===== config.mk =====
export PLATFORM = sky130hd
export DESIGN_NAME = usb_in_resp
export DESIGN_NICKNAME = d
export VERILOG_FILES = /design/src/rtl/usb_in_resp_pkg.sv /design/src/rtl/in_resp_pick.sv /design/src/rtl/in_resp_fsm.sv /design/src/rtl/usb_in_resp.sv
export SDC_FILE = /design/constraint.sdc
export NUM_CORES = 1
export LEC_CHECK = 0
export BUFFER_PORTS_ARGS = -buffer_cell sky130_fd_sc_hd__buf_2
export CORE_ASPECT_RATIO = 2
export CORE_MARGIN = 2
export CORE_UTILIZATION = 40
export CTS_BUF_LIST = sky130_fd_sc_hd__clkbuf_16
export CTS_CLUSTER_SIZE = 25
export DETAILED_ROUTE_END_ITERATION = 8
export PLACE_DENSITY_LB_ADDON = 0.12
export SETUP_SLACK_MARGIN = 0.2
export SLEW_MARGIN = 5
export SYNTH_ARGS = -nofsm -noshare
export SYNTH_HDL_FRONTEND = slang
export SYNTH_HIERARCHICAL = 1
export SYNTH_SLANG_ARGS = --single-unit

===== constraint.sdc =====
create_clock -name clk -period 1.41 [get_ports clk]
set_input_delay 0.282 -clock clk [delete_from_list [all_inputs] [get_ports clk]]
set_output_delay 0.282 -clock clk [all_outputs]
set_load 0.005 [all_outputs]

===== src/rtl/usb_in_resp_pkg.sv =====
package usb_in_resp_pkg;

    typedef enum logic [1:0] {
        RK_NAK   = 2'd0,
        RK_DATA  = 2'd1,
        RK_ZLP   = 2'd2,
        RK_STALL = 2'd3
    } resp_kind_e;

    typedef enum logic [1:0] {
        EP_CTRL = 2'd0,
        EP_ISO  = 2'd1,
        EP_BULK = 2'd2,
        EP_INTR = 2'd3
    } ep_kind_e;

    typedef enum logic [1:0] {
        ST_IDLE    = 2'd0,
        ST_SEND    = 2'd1,
        ST_WAIT_HS = 2'd2
    } state_e;

endpackage


===== src/rtl/in_resp_pick.sv =====
module in_resp_pick
    import usb_in_resp_pkg::*;
#(
    parameter int CNT_W    = 11,
    parameter int BASE_PKT = 8,
    parameter int N_SIZES  = 4
) (
    input  logic [1:0]       ep_type,
    input  logic [1:0]       max_sel,
    input  logic [CNT_W-1:0] fifo_cnt,
    input  logic             stall_req,
    input  logic             zlp_req,
    output resp_kind_e       pick_kind,
    output logic [CNT_W-1:0] pick_len,
    output logic             pick_iso
);
    localparam int SEL_W = $clog2(N_SIZES);

    logic [CNT_W-1:0] size_tab [N_SIZES];
    logic [CNT_W-1:0] cap;
    logic             fifo_empty;

    // largest-packet table, one entry per size code
    for (genvar g = 0; g < N_SIZES; g++) begin : g_size
        assign size_tab[g] = CNT_W'(BASE_PKT << g);
    end

    assign cap        = size_tab[max_sel[SEL_W-1:0]];
    assign fifo_empty = (fifo_cnt == '0);
    assign pick_iso   = (ep_kind_e'(ep_type) == EP_ISO);

    // fixed priority: stall, zero-length on empty, NAK on empty, data
    always_comb begin
        pick_kind = RK_DATA;
        pick_len  = '0;
        if (stall_req) begin
            pick_kind = RK_STALL;
        end else if (fifo_empty && zlp_req) begin
            pick_kind = RK_ZLP;
        end else if (fifo_empty) begin
            pick_kind = RK_NAK;
        end else if (pick_iso) begin
            pick_len  = fifo_cnt;
        end else begin
            pick_len  = (fifo_cnt < cap) ? fifo_cnt : cap;
        end
    end

    // an empty FIFO never yields a non-zero length
    always_comb begin
        if (fifo_empty) assert (pick_len == '0);
    end

endmodule


===== src/rtl/in_resp_fsm.sv =====
module in_resp_fsm
    import usb_in_resp_pkg::*;
#(
    parameter int CNT_W = 11
) (
    input  logic             clk,
    input  logic             rst_n,
    input  logic             tok_vld,
    input  resp_kind_e       pick_kind,
    input  logic [CNT_W-1:0] pick_len,
    input  logic             pick_iso,
    input  logic             stall_req,
    input  logic             tx_done,
    input  logic             hs_ack,
    input  logic             hs_tmo,
    output logic             resp_vld,
    output resp_kind_e       resp_kind,
    output logic [CNT_W-1:0] tx_len,
    output logic             stall_taken,
    output logic             done_pulse,
    output logic             zlp_clr
);
    state_e state, state_nxt;
    logic   cur_zlp, cur_iso;
    logic   poll, fin_ok;

    assign poll   = (state == ST_IDLE) && tok_vld;
    assign fin_ok = ((state == ST_SEND) && tx_done && cur_iso) ||
                    ((state == ST_WAIT_HS) && hs_ack);

    always_comb begin
        state_nxt = state;
        unique case (state)
            ST_IDLE: begin
                // poll-to-send or poll-stay
                if (tok_vld && (pick_kind == RK_DATA || pick_kind == RK_ZLP))
                    state_nxt = ST_SEND;
            end
            ST_SEND: begin
                // sent-iso or sent-wait
                if (tx_done) state_nxt = cur_iso ? ST_IDLE : ST_WAIT_HS;
            end
            ST_WAIT_HS: begin
                // ack or timeout
                if (hs_ack || hs_tmo) state_nxt = ST_IDLE;
            end
            default: state_nxt = ST_IDLE;
        endcase
    end

    // state register and the record of the packet in flight
    always_ff @(posedge clk or negedge rst_n) begin
        if (!rst_n) begin
            state   <= ST_IDLE;
            cur_zlp <= 1'b0;
            cur_iso <= 1'b0;
        end else begin
            state <= state_nxt;
            if (poll) begin
                cur_zlp <= (pick_kind == RK_ZLP);
                cur_iso <= pick_iso;
            end
        end
    end

    // registered outputs
    always_ff @(posedge clk or negedge rst_n) begin
        if (!rst_n) begin
            resp_vld    <= 1'b0;
            resp_kind   <= RK_NAK;
            tx_len      <= '0;
            stall_taken <= 1'b0;
            done_pulse  <= 1'b0;
            zlp_clr     <= 1'b0;
        end else begin
            resp_vld    <= poll;
            resp_kind   <= poll ? pick_kind : RK_NAK;
            tx_len      <= poll ? pick_len : '0;
            stall_taken <= poll && (pick_kind == RK_STALL);
            done_pulse  <= fin_ok;
            zlp_clr     <= fin_ok && cur_zlp;
        end
    end

    p_stall_first_r2: assert property (@(posedge clk) disable iff (!rst_n)
        (state == ST_IDLE && tok_vld && stall_req) |=>
            (resp_vld && resp_kind == RK_STALL && stall_taken));

    p_stall_once_r2: assert property (@(posedge clk) disable iff (!rst_n)
        stall_taken |=> !stall_taken);

    p_done_single_r7: assert property (@(posedge clk) disable iff (!rst_n)
        done_pulse |=> !done_pulse);

    p_tmo_silent_r8: assert property (@(posedge clk) disable iff (!rst_n)
        (state == ST_WAIT_HS && hs_tmo && !hs_ack) |=> (!done_pulse && !zlp_clr));

    p_busy_deaf_r10: assert property (@(posedge clk) disable iff (!rst_n)
        (state != ST_IDLE) |=> !resp_vld);

    p_zclr_done_r11: assert property (@(posedge clk) disable iff (!rst_n)
        zlp_clr |-> done_pulse);

endmodule


===== src/rtl/usb_in_resp.sv =====
module usb_in_resp
    import usb_in_resp_pkg::*;
#(
    parameter int CNT_W    = 11,
    parameter int BASE_PKT = 8
) (
    input  logic             clk,
    input  logic             rst_n,
    input  logic             tok_vld,
    input  logic [1:0]       ep_type,
    input  logic [1:0]       max_sel,
    input  logic [CNT_W-1:0] fifo_cnt,
    input  logic             stall_req,
    input  logic             zlp_req,
    input  logic             tx_done,
    input  logic             hs_ack,
    input  logic             hs_tmo,
    output logic             resp_vld,
    output logic [1:0]       resp_kind,
    output logic [CNT_W-1:0] tx_len,
    output logic             stall_taken,
    output logic             done_pulse,
    output logic             zlp_clr
);
    resp_kind_e       pick_kind, kind_q;
    logic [CNT_W-1:0] pick_len;
    logic             pick_iso;

    in_resp_pick #(.CNT_W(CNT_W), .BASE_PKT(BASE_PKT), .N_SIZES(4)) pick_i (
        .ep_type   (ep_type),
        .max_sel   (max_sel),
        .fifo_cnt  (fifo_cnt),
        .stall_req (stall_req),
        .zlp_req   (zlp_req),
        .pick_kind (pick_kind),
        .pick_len  (pick_len),
        .pick_iso  (pick_iso)
    );

    in_resp_fsm #(.CNT_W(CNT_W)) fsm_i (
        .clk         (clk),
        .rst_n       (rst_n),
        .tok_vld     (tok_vld),
        .pick_kind   (pick_kind),
        .pick_len    (pick_len),
        .pick_iso    (pick_iso),
        .stall_req   (stall_req),
        .tx_done     (tx_done),
        .hs_ack      (hs_ack),
        .hs_tmo      (hs_tmo),
        .resp_vld    (resp_vld),
        .resp_kind   (kind_q),
        .tx_len      (tx_len),
        .stall_taken (stall_taken),
        .done_pulse  (done_pulse),
        .zlp_clr     (zlp_clr)
    );

    assign resp_kind = kind_q;

    p_len_cap_r5: assert property (@(posedge clk) disable iff (!rst_n)
        (resp_vld && resp_kind == RK_DATA && $past(ep_type) != EP_ISO) |->
            (tx_len <= CNT_W'(BASE_PKT << $past(max_sel))));

    p_nodata_zero_r4: assert property (@(posedge clk) disable iff (!rst_n)
        (resp_vld && resp_kind != RK_DATA) |-> (tx_len == '0));

    p_iso_full_r6: assert property (@(posedge clk) disable iff (!rst_n)
        (resp_vld && resp_kind == RK_DATA && $past(ep_type) == EP_ISO) |->
            (tx_len == $past(fifo_cnt)));

endmodule


==> metrics.cfg <==
[worst_setup_path]
crit_slowest_cell=o311a_4
worstPathArrival_ns=2.04
worst_path_largest_cell_delay_ns=0.40
path_max_fanout=7
crit_path_start_kind=input port
path_delay_family=simple AND/OR/NAND/NOR gates
cp_num_buf_inv=1
cp-end-kind=flip-flop
critical_path_required_ns=1.60
crit_chain=buf_6 > or2b_1 > ha_4 > nor2_2 > o311a_4 > or4_1 > a21oi_1 > and2_1
crit_type=input port to flip-flop

[sta]
period_needed_ns=1.852
setup_viol=10
hold_viol=0
drv_slew=0
fmaxAchievable_ghz=0.5399
worst_slew_pin_slew_ns=0.4459
maxSlewHeadroom=0.7028
setup_ws_ns=-0.4420
rsz0062_at_grt=yes
finClkSkew_ns=0.004153
fin_crit_sh=1.313

[synthesis]
yosysWarnings=6
synth_top_area_frac=0.4953
synthTopCellsByArea=dfrtp_1 (50%), ha_1 (5.9%), and2_1 (5.3%), and2_2 (3.5%), mux2_2 (3.2%)
synth_ff_type=dfrtp_1
synth_seq_cells=21
ys_types=34
syn_area_um2=1061
yosysTopAreaCell=dfrtp_1
syn_avg_cell_area_um2=11.17
synthCells=95
synth_nets=123
synth-edff-count=0
async_flop_share=1.000
ys_seq_area_frac=0.4953

[global_route]
grt_max_degree=22
grt_pass1_vias=960
grt_pass1_wl_um=4271
antenna_found_initial=0
overflow=0
track_usage=0.1988

[floorplan]
dieArea_um2=3106
die_w_um=40.42
row_count=26
die_h_um=76.84
core_area_um2=2537
io_pins=40
initial_utilization=0.4181

[clock_tree]
cts_tree=done
numCtsBuffers=3
htreeDepth=1
clkTransAtPathRegs_ns=0.06
cts_max_path_buffers=2
clock_sinks=21
cts_root_buffer=clkbuf_16
clkLatencyLatePin_ns=0.25

[layout]
multi_input_area_um2=670.6
nNetsFinal=187
seq_area_um2=526.8
diodes=0
layout-drive-gt1-share=0.6392
num-fill-cells=199
fin_area_um2=1757
syn2layout_area_growth_pct=65.57

[routing]
m1WireLength_um=833
met2_length_um=1602
drtAntennaViolNets=0
wl_um=2600
vias=916
wl_met3_um=101
post_drt_wl_per_cell_um=13.98
highest_layer=met4
vias_per_cell=4.925
drt_pass1_iterations=2
drtIter0Drc=3
drcViolationCount=0

[hold_path]
min_path_type=input port to flip-flop

[place]
post-place-ws_ns=-0.7256
gp_congestion=0.7258
dpl_cell_area_um2=1425
hpwl_um=1982
portBuffers=39

[power_and_ir_drop]
vdd_ir_drop_max_v=0.0006004
p_per_area_nw_per_um2=937.4
power.leakage_nw=0.8785

[status]
violations=setup timing
status=complete, but fails checks

[run]
max-cap-violations=0

[power breakdown]
part | switching (mW) | internal [mW] | total (mW) | leakage (nW)
registers | 0.0393 | 0.655 | 0.694 | 0.284
logic | 0.162 | 0.213 | 0.375 | 0.554
clock network | 0.198 | 0.380 | 0.577 | 0.0409
[state kept, by name, summed over array words and instances (netlist names)]
name and count:
fsm_i/cur_iso 1, fsm_i/resp_kind 2, fsm_i/state 2, fsm_i/stall_taken 1, fsm_i/tx_len 11, fsm_i/zlp_clr 1, fsm_i/cur_zlp 1, fsm_i/resp_vld 1
fsm_i/done_pulse 1
[path summary, 6_finish.rpt]
path / startpoint / end / slack [ns] / cells past startpoint
min: hs_tmo / fsm_i/state[1] / 0.29 / 3
max reg2reg: fsm_i/state[0] / fsm_i/cur_iso / 0.13 / 2
max in group asynchronous: rst_n / fsm_i/state[1] / 0.57 / 2
min reg2reg: fsm_i/cur_iso / fsm_i/state[1] / 0.48 / 1
max: max_sel[1] / fsm_i/tx_len[3] / -0.44 / 8
min in group asynchronous: rst_n / fsm_i/state[0] / 0.51 / 2
[layout by cell type (no fill, tap or decap), types with 4 or more instances in the layout]
| master | instances |
|---|---|
| dfrtp_1 | 20 |
| buf_2 | 33 |
| and2_1 | 7 |
| buf_4 | 14 |
| nand2_1 | 4 |
| buf_6 | 14 |
| and2_4 | 6 |
[Yosys cell counts (all sizes together), types with 2 or more instances]
master,n
dfrtp,21
and2,14
nor2,6
a21oi,5
ha,5
nor3b,5
nand2,4
mux2,3
nor4,3
o21ai,3
and3,2
buf,2
nand2b,2
nor2b,2
or2b,2
or3,2
[through the flow]
step	setup TNS, ns	instances	total power, mW	hold WS [ns]	utilization
floorplan	-3.171	95	0.8427	-0.01359	-
global route	-3.735	186	1.747	0.2839	0.6923
detailed placement	-7.093	176	0.9934	0.2583	0.5616
CTS	-2.870	185	1.642	0.2880	0.6667
finish	-3.224	186	1.647	0.2884	0.6923
global placement	-6.541	176	0.9801	0.2489	0.5616
[worst reg2reg max path: stages, from the launching register on]
cell	delay, ns
dfrtp_1	0.46
nor3b_4	0.33
mux2_2	0.37
[cell families (layout without fill, tap and decap cells)]
group                    after synthesis  after routing  synth area share
AO/OA/AOI/OAI                         11             11           0.07193
adder cells (fa/ha/maj)                5              5           0.05896
buffers and inverters                  4             67           0.02239
flip-flops                            21             21            0.4953
multiplexers                           3              3           0.03184
AND/OR/NAND/NOR                       51             51            0.3196
[metal layers]
metal  GRT usage  vias up
li1            -      458
met1      0.1922      421
met2      0.3619       31
met3     0.02312        6
met4      0.1000        0
met5           0        -
[final cells by class]
| class | instances | area share |
|---|---|---|
| Clock inverter | 1 | 0.002849 |
| Inverter | 1 | 0.003561 |
| Sequential cell | 21 | 0.2999 |
| Timing Repair Buffer | 62 | 0.2493 |
| Tap cell | 28 | 0.01994 |
| Clock buffer | 3 | 0.04274 |
| Multi-Input combinational cell | 70 | 0.3818 |
[timing repair]
item	in CTS	in global routing
pin swaps	9	6
endpoints found under the hold margin	21	0
endpoints found under the setup margin	16	17
hold buffers	1	0
gates resized for setup	29	17
buffers inserted	4	1
Note: power is estimated with default switching activity, not from simulation.
